[config.mk]
export PLATFORM = sky130hd
export DESIGN_NAME = gpio_pullup_port
export DESIGN_NICKNAME = d
export VERILOG_FILES = /design/src/rtl/gpio_pkg.sv /design/src/rtl/gpio_regfile.sv /design/src/rtl/gpio_sync.sv /design/src/rtl/gpio_padctl.sv /design/src/rtl/gpio_pullup_port.sv
export SDC_FILE = /design/constraint.sdc
export NUM_CORES = 1
export LEC_CHECK = 0
export BUFFER_PORTS_ARGS = -buffer_cell sky130_fd_sc_hd__buf_4
export CORE_MARGIN = 4
export CORE_UTILIZATION = 48
export DETAILED_ROUTE_END_ITERATION = 16
export GPL_ROUTABILITY_DRIVEN = 0
export PLACE_DENSITY = 0.78
export SKIP_LAST_GASP = 1
export SYNTH_ARGS = -nofsm -noshare
export SYNTH_HDL_FRONTEND = slang
export SYNTH_HIERARCHICAL = 1
export SYNTH_SLANG_ARGS = --single-unit
[constraint.sdc]
create_clock -name clk -period 1.1 [get_ports clk]
set_input_delay 0.11 -clock clk [delete_from_list [all_inputs] [get_ports clk]]
set_output_delay 0.11 -clock clk [all_outputs]
set_load 0.05 [all_outputs]
[src/rtl/gpio_pkg.sv]
package gpio_pkg;
  localparam int unsigned ADDR_W = 2;

  typedef enum logic [ADDR_W-1:0] {
    SEL_DATA = 2'd0,
    SEL_DIR  = 2'd1,
    SEL_PINS = 2'd2,
    SEL_RSVD = 2'd3
  } gpio_sel_e;
endpackage

[src/rtl/gpio_regfile.sv]
module gpio_regfile
  import gpio_pkg::*;
#(
  parameter int unsigned PIN_W = 8
) (
  input  logic              clk,
  input  logic              rst_n,
  input  logic [ADDR_W-1:0] bus_addr,
  input  logic              bus_wr,
  input  logic [PIN_W-1:0]  bus_wdata,
  output logic [PIN_W-1:0]  data_q,
  output logic [PIN_W-1:0]  dir_q
);
  logic hit_data;
  logic hit_dir;

  assign hit_data = bus_wr && (bus_addr == SEL_DATA);
  assign hit_dir  = bus_wr && (bus_addr == SEL_DIR);

  always_ff @(posedge clk or negedge rst_n) begin
    if (!rst_n) begin
      data_q <= '0;
    end else if (hit_data) begin
      data_q <= bus_wdata;
    end
  end

  always_ff @(posedge clk or negedge rst_n) begin
    if (!rst_n) begin
      dir_q <= '0;
    end else if (hit_dir) begin
      dir_q <= bus_wdata;
    end
  end

  // registers leave reset cleared
  a_r1_reset_clear: assert property (@(posedge clk) disable iff (!rst_n)
    $rose(rst_n) |-> (data_q == '0 && dir_q == '0));

  // data write lands on the next edge
  a_r2_data_write: assert property (@(posedge clk) disable iff (!rst_n)
    (bus_wr && bus_addr == SEL_DATA) |=> (data_q == $past(bus_wdata)));

  // direction writes do not disturb data
  a_r7_dir_keeps_data: assert property (@(posedge clk) disable iff (!rst_n)
    (bus_wr && bus_addr == SEL_DIR) |=> $stable(data_q));

  // writes to pad-sample or reserved address touch nothing
  a_r9_ro_write: assert property (@(posedge clk) disable iff (!rst_n)
    (bus_wr && (bus_addr == SEL_PINS || bus_addr == SEL_RSVD))
      |=> ($stable(data_q) && $stable(dir_q)));
endmodule

[src/rtl/gpio_sync.sv]
module gpio_sync #(
  parameter int unsigned PIN_W  = 8,
  parameter int unsigned STAGES = 2
) (
  input  logic             clk,
  input  logic             rst_n,
  input  logic [PIN_W-1:0] raw_in,
  output logic [PIN_W-1:0] synced
);
  localparam int unsigned LAST = STAGES - 1;

  logic [PIN_W-1:0] chain [STAGES];

  always_ff @(posedge clk or negedge rst_n) begin
    if (!rst_n) begin
      chain[0] <= '0;
    end else begin
      chain[0] <= raw_in;
    end
  end

  for (genvar k = 1; k < STAGES; k++) begin : g_stage
    always_ff @(posedge clk or negedge rst_n) begin
      if (!rst_n) begin
        chain[k] <= '0;
      end else begin
        chain[k] <= chain[k-1];
      end
    end

    // each stage is its predecessor one cycle late
    a_r8_stage_delay: assert property (@(posedge clk) disable iff (!rst_n)
      chain[k] == $past(chain[k-1]));
  end

  assign synced = chain[LAST];
endmodule

[src/rtl/gpio_padctl.sv]
module gpio_padctl #(
  parameter int unsigned PIN_W = 8
) (
  input  logic [PIN_W-1:0] data_q,
  input  logic [PIN_W-1:0] dir_q,
  output logic [PIN_W-1:0] pad_oe,
  output logic [PIN_W-1:0] pad_out,
  output logic [PIN_W-1:0] pad_pu
);
  for (genvar i = 0; i < PIN_W; i++) begin : g_pin
    always_comb begin
      pad_oe[i] = dir_q[i];
      if (dir_q[i]) begin
        pad_out[i] = data_q[i];
        pad_pu[i]  = 1'b0;
      end else begin
        pad_out[i] = 1'b0;
        pad_pu[i]  = data_q[i];
      end
    end
  end
endmodule

[src/rtl/gpio_pullup_port.sv]
module gpio_pullup_port
  import gpio_pkg::*;
#(
  parameter int unsigned PIN_W       = 8,
  parameter int unsigned SYNC_STAGES = 2
) (
  input  logic              clk,
  input  logic              rst_n,
  input  logic [ADDR_W-1:0] bus_addr,
  input  logic              bus_wr,
  input  logic [PIN_W-1:0]  bus_wdata,
  output logic [PIN_W-1:0]  bus_rdata,
  input  logic [PIN_W-1:0]  pad_in,
  output logic [PIN_W-1:0]  pad_oe,
  output logic [PIN_W-1:0]  pad_out,
  output logic [PIN_W-1:0]  pad_pu
);
  logic [PIN_W-1:0] data_q;
  logic [PIN_W-1:0] dir_q;
  logic [PIN_W-1:0] pins_q;

  gpio_regfile #(.PIN_W(PIN_W)) u_regs (
    .clk       (clk),
    .rst_n     (rst_n),
    .bus_addr  (bus_addr),
    .bus_wr    (bus_wr),
    .bus_wdata (bus_wdata),
    .data_q    (data_q),
    .dir_q     (dir_q)
  );

  gpio_sync #(.PIN_W(PIN_W), .STAGES(SYNC_STAGES)) u_sync (
    .clk    (clk),
    .rst_n  (rst_n),
    .raw_in (pad_in),
    .synced (pins_q)
  );

  gpio_padctl #(.PIN_W(PIN_W)) u_pad (
    .data_q  (data_q),
    .dir_q   (dir_q),
    .pad_oe  (pad_oe),
    .pad_out (pad_out),
    .pad_pu  (pad_pu)
  );

  always_comb begin
    unique case (bus_addr)
      SEL_DATA: bus_rdata = data_q;
      SEL_DIR:  bus_rdata = dir_q;
      SEL_PINS: bus_rdata = pins_q;
      default:  bus_rdata = '0;
    endcase
  end

  // a pin never drives and pulls up at once
  a_r5_pu_not_driven: assert property (@(posedge clk) disable iff (!rst_n)
    (pad_oe & pad_pu) == '0);
endmodule

==> Yosys cells after proc, flatten, opt, wreduce, memory -nomap -nowiden <==
Cells that the tools add are included.
{ "word_totals": {"wordCells": 26, "ff_bits": 32, "in_bits": 21} }
{ "op_classes": {"n_eq_ne": 2, "n_mux": 17, "n_reduce_logical": 3} }
{ "ops": {"columns": ["cell", "n"], "rows": [
  ["$pmux 8 s3", 1],
  ["$mux 1", 16],
  ["$eq 2x1->1 const B", 1],
  ["$eq 2x2->1 const B", 1],
  ["$logic_and 1x1->1", 2],
  ["$logic_not 2->1", 1]
]} }

==> Longest topological paths before layout <==
{ "logic_depth": {"ltp_word": 2, "mapped_depth": 4} }

==> Modules after synthesis <==
The synthesis kept the hierarchy.
{ "modules_own_cells": {"columns": ["module", "cells_each", "area_each_um2", "n_inst"], "rows": [
  ["gpio_regfile", 34, 610.6, 1],
  ["gpio_sync", 24, 460.4, 1],
  ["gpio_pullup_port", 20, 197.7, 1],
  ["gpio_padctl", 24, 160.2, 1]
]} }

==> Least setup slack after synthesis <==
OpenSTA, ideal clock, no wires.
{ "synth_path": {"kind": "reg-to-output", "from": "register u_sync.chain (netlist bit u_sync/synced[0])", "to": "output bus_rdata[0]", "required_time_ps": 990, "setup_slack_ps": -230, "path_buffers": 1, "path_stages_with_launch": 4, "t_arrival_ps": 1220, "cell_sequence": "dfrtp_1 buf_4 mux2i_1 o2bb2ai_1"} }
{ "synth_between": {"elab_chain_cells": 1} }
{ "synth_rtl": {"columns": ["element", "line_no", "source"], "rows": [
  ["start: declaration", "gpio_sync.sv:12", "logic [PIN_W-1:0] chain [STAGES];"],
  ["start signal: indexed assignment", "gpio_sync.sv:27", "chain[k] <= chain[k-1];"],
  ["$pmux 8 s3", "gpio_pullup_port.sv:48", "unique case (bus_addr)"],
  ["end: declaration", "gpio_pullup_port.sv:12", "output logic [PIN_W-1:0] bus_rdata,"]
]} }
Every way passes these cells.

==> Worst setup path in the final report <==
{ "layout_path": {"from": "register u_regs.data_q[3]", "to": "output bus_rdata[3]"} }
{ "layout_between": {"elab_chain_cells": 1} }
{ "layout_rtl": {"columns": ["element", "line_no", "source"], "rows": [
  ["start: declaration", "gpio_regfile.sv:11", "output logic [PIN_W-1:0] data_q,"],
  ["start signal: assignment", "gpio_regfile.sv:24", "data_q <= bus_wdata;"],
  ["$pmux 8 s3", "gpio_pullup_port.sv:48", null]
]} }
Every way passes these cells.

==> qor.log <==
INFO  run_status     outcome=complete, but fails checks
INFO  run_status     failed_checks=negative setup slack
INFO  drt            post_drt_wl_per_cell=17.4um
INFO  finish         final_cell_area=0.00231mm^2
INFO  logic_synthesis synth.yosys.seq_area_share=56.0%
INFO  die            coreArea=0.00281mm^2
INFO  finish         fin_util=82.4%
INFO  finish         finalNetCount=187
INFO  finish         antenna_cells=0
INFO  logic_synthesis syn_area_per_cell=14.0um^2
INFO  cts            clockRootBuffer=clkbuf_4
INFO  placement      placedInstanceArea=0.00187mm^2
INFO  logic_synthesis netlist-cell-type-count=11
INFO  cts            cts_tree=done
INFO  finish         area.growth.synth_to_final=61.7%
INFO  timing         rsz_0062_raised_after_global_routing=true
INFO  timing         tightest_slew=0.398ns
INFO  critical_path  slowest_stage=dfrtp_1
INFO  timing         timing.final.hold_violations=0
INFO  placement      place_worst_setup_slack=-0.0148ns
INFO  timing         fmax=772MHz
INFO  logic_synthesis synthCells=102
INFO  timing         finClkSkew=0.00312ns
INFO  finish         post_route_cells_drive_above_1_share=73.1%
INFO  cts            htree_levels=2
INFO  power_and_ir_drop pnr_total_power=0.00416W
INFO  cts            cts-buffers-inserted=5
INFO  timing         timing.final.crit_period=1.30ns
INFO  run            drv_cap=0
INFO  global_routing maximum_number_of_pins_on_one_net_before_global_route_repair=33
INFO  drt            detail_route.first_pass.iterations=4
INFO  critical_path  largest_incremental_delay_on_the_critical_path=0.41ns
INFO  global_routing vias_in_the_first_global_route=1067
INFO  timing         timing_max_transition_violations_final=0
INFO  global_routing groute.usage.overall=17.2%
INFO  die            die_area=0.00391mm^2
INFO  timing         slew-limit-headroom=73.4%
INFO  critical_path  critPathBufInv=1
INFO  drt            avgViaCountPerCell=5.14
INFO  drt            drc_viols=0
INFO  placement      place.port_buffers=52
INFO  die            initial_utilization=50.9%
INFO  logic_synthesis synthesis.nets=123
INFO  drt            dr.first_iter.drc_count=49
INFO  logic_synthesis ys_warn_count=6
INFO  drt            postRouteAntennaNets=0
INFO  critical_path  worst_setup_path_start_kind=register
INFO  drt            num_vias=1018
INFO  cts            max-clock-path-buffers=2
INFO  power_and_ir_drop power_leakage=1.07nW
INFO  cts            worstSkewPairLatency=0.33ns
INFO  cts            cts.sink_count=32
INFO  critical_path  cell_family_with_most_cp_delay=flip-flops
INFO  logic_synthesis synth_seq_cells=32
INFO  global_routing grt-ovfl-total=0
INFO  power_and_ir_drop vdd_drop_max=1.05mV
INFO  critical_path  timing.setup.critical_path_class=reg -> out
INFO  finish         fillerInstances=161
INFO  die            num_rows=19
INFO  drt            finalWirelength=3.44mm
INFO  die            design.portCount=53
INFO  timing         post-route-period-util=118%
INFO  hold_path      hold_path_class=in -> reg
INFO  global_routing grt_first_pass_wirelength=5.09mm
INFO  cts            clk_transition_reported_paths=0.09ns
INFO  timing         setup_viol=29
INFO  die            die_height=62.6um
INFO  die            die_w=62.6um
INFO  timing         layout_setup_ws=-0.195ns
INFO  global_routing initial_antenna_violation_count=0
INFO  critical_path  critical_path_required=0.99ns
INFO  critical_path  timing.critical_path.fanout_max=4
INFO  timing         holdWs=0.0244ns
INFO  critical_path  cp-end-kind=primary output
INFO  critical_path  arrival=1.19ns
INFO  logic_synthesis netlist_area_before_placement=0.00143mm^2
INFO  critical_path  critical_path.cell_chain=mux2i_1 > o2bb2ai_2 > buf_6
INFO  power_and_ir_drop total_power_density_per_cell_area=1800mW/mm^2
INFO  placement      dpl.hpwl=2.13mm
[path summary, 6_finish.rpt]
| path | from | endpoint | slack, ns | cells past startpoint |
|---|---|---|---|---|
| min in group asynchronous | rst_n | u_sync/synced[5] | 0.25 | 2 |
| hold reg to reg | u_sync/chain[8] | u_sync/synced[0] | 0.36 | 0 |
| setup reg to reg | u_regs/dir_q[6] | u_regs/dir_q[6] | 0.23 | 1 |
| max in group asynchronous | rst_n | u_regs/dir_q[0] | 0.54 | 2 |
| hold / removal | bus_wdata[7] | u_regs/data_q[7] | 0.02 | 2 |
| setup / recovery | u_regs/data_q[3] | bus_rdata[3] | -0.20 | 3 |
[final cells by class]
| cell class | instances | area [um^2] | area share, % |
|---|---|---|---|
| clock buffer | 8 | 58.8 | 2.54 |
| timing repair buffer | 76 | 823 | 35.6 |
| sequential | 32 | 811 | 35.1 |
| tap | 31 | 38.8 | 1.68 |
| multi-input combinational | 51 | 579 | 25.1 |
[routing by layer]
metal | vias to the layer above | share of wire, % | GRT usage [%]
li1 | 465 | - | -
met1 | 510 | 40 | 18.9
met5 | - | 0 | 0
met3 | 4 | 5.9 | 7.19
met2 | 39 | 53 | 29.4
met4 | 0 | 0.93 | 6.61
[metrics by stage]
stage | setup TNS, ns | cells
6_report | -3.06 | 198
5_1_grt | -4.84 | 198
4_1_cts | -3.17 | 193
3_5_place_dp | -0.0543 | 174
3_3_place_gp | 0 | 174
2_1_floorplan | 0 | 102
[power breakdown]
part	switching, W	internal (W)
Clock	0.000365	0.000315
Combinational	0.00108	0.000894
Sequential	0.000180	0.00133
[sequential cells by signal, summed over array words and instances (netlist names)]
register	count
u_sync/synced	8
u_regs/dir_q	8
u_sync/chain	8
u_regs/data_q	8
[cell families (layout without fill, tap and decap cells)]
kind of cell | after synthesis | in the layout | synth area share (%)
compound gates | 8 | 8 | 4.90
simple gates | 19 | 19 | 10.1
flops | 32 | 32 | 56.0
buf+inv | 19 | 84 | 10.8
mux | 24 | 24 | 18.2
[timing repair]
item / CTS / global route
pin swaps: 14 / 2
setup buffers: 2 / 3
endpoints found under the setup margin: 32 / 31
hold buffers: 9 / 2
gates resized for setup: 52 / 17
endpoints found under the hold margin: 40 / 2
[cell usage in the layout (no fill, tap or decap)]
cell	instances
clkbuf_1	2
nand3b_2	1
buf_4	25
buf_12	3
nor3b_4	1
clkbuf_8	1
nor2b_2	5
dfrtp_2	8
nor2b_4	4
dlygate4sd3_1	11
mux2i_1	8
o2bb2ai_2	8
mux2_2	16
dfrtp_1	24
buf_6	24
buf_8	13
clkbuf_4	5
and2_4	8
[cells in the mapped netlist]
master / number / share of area [%]
nor2b_4: 1 / 0.96
nor2b_1: 8 / 3.5
and2_1: 8 / 3.5
buf_4: 16 / 8.4
dfrtp_1: 32 / 56
o2bb2ai_1: 8 / 4.9
buf_6: 3 / 2.4
nor3b_4: 1 / 1.3
mux2i_1: 8 / 5.6
nand3b_2: 1 / 0.79
mux2_2: 16 / 13
Power figures use the tool's default switching activity.
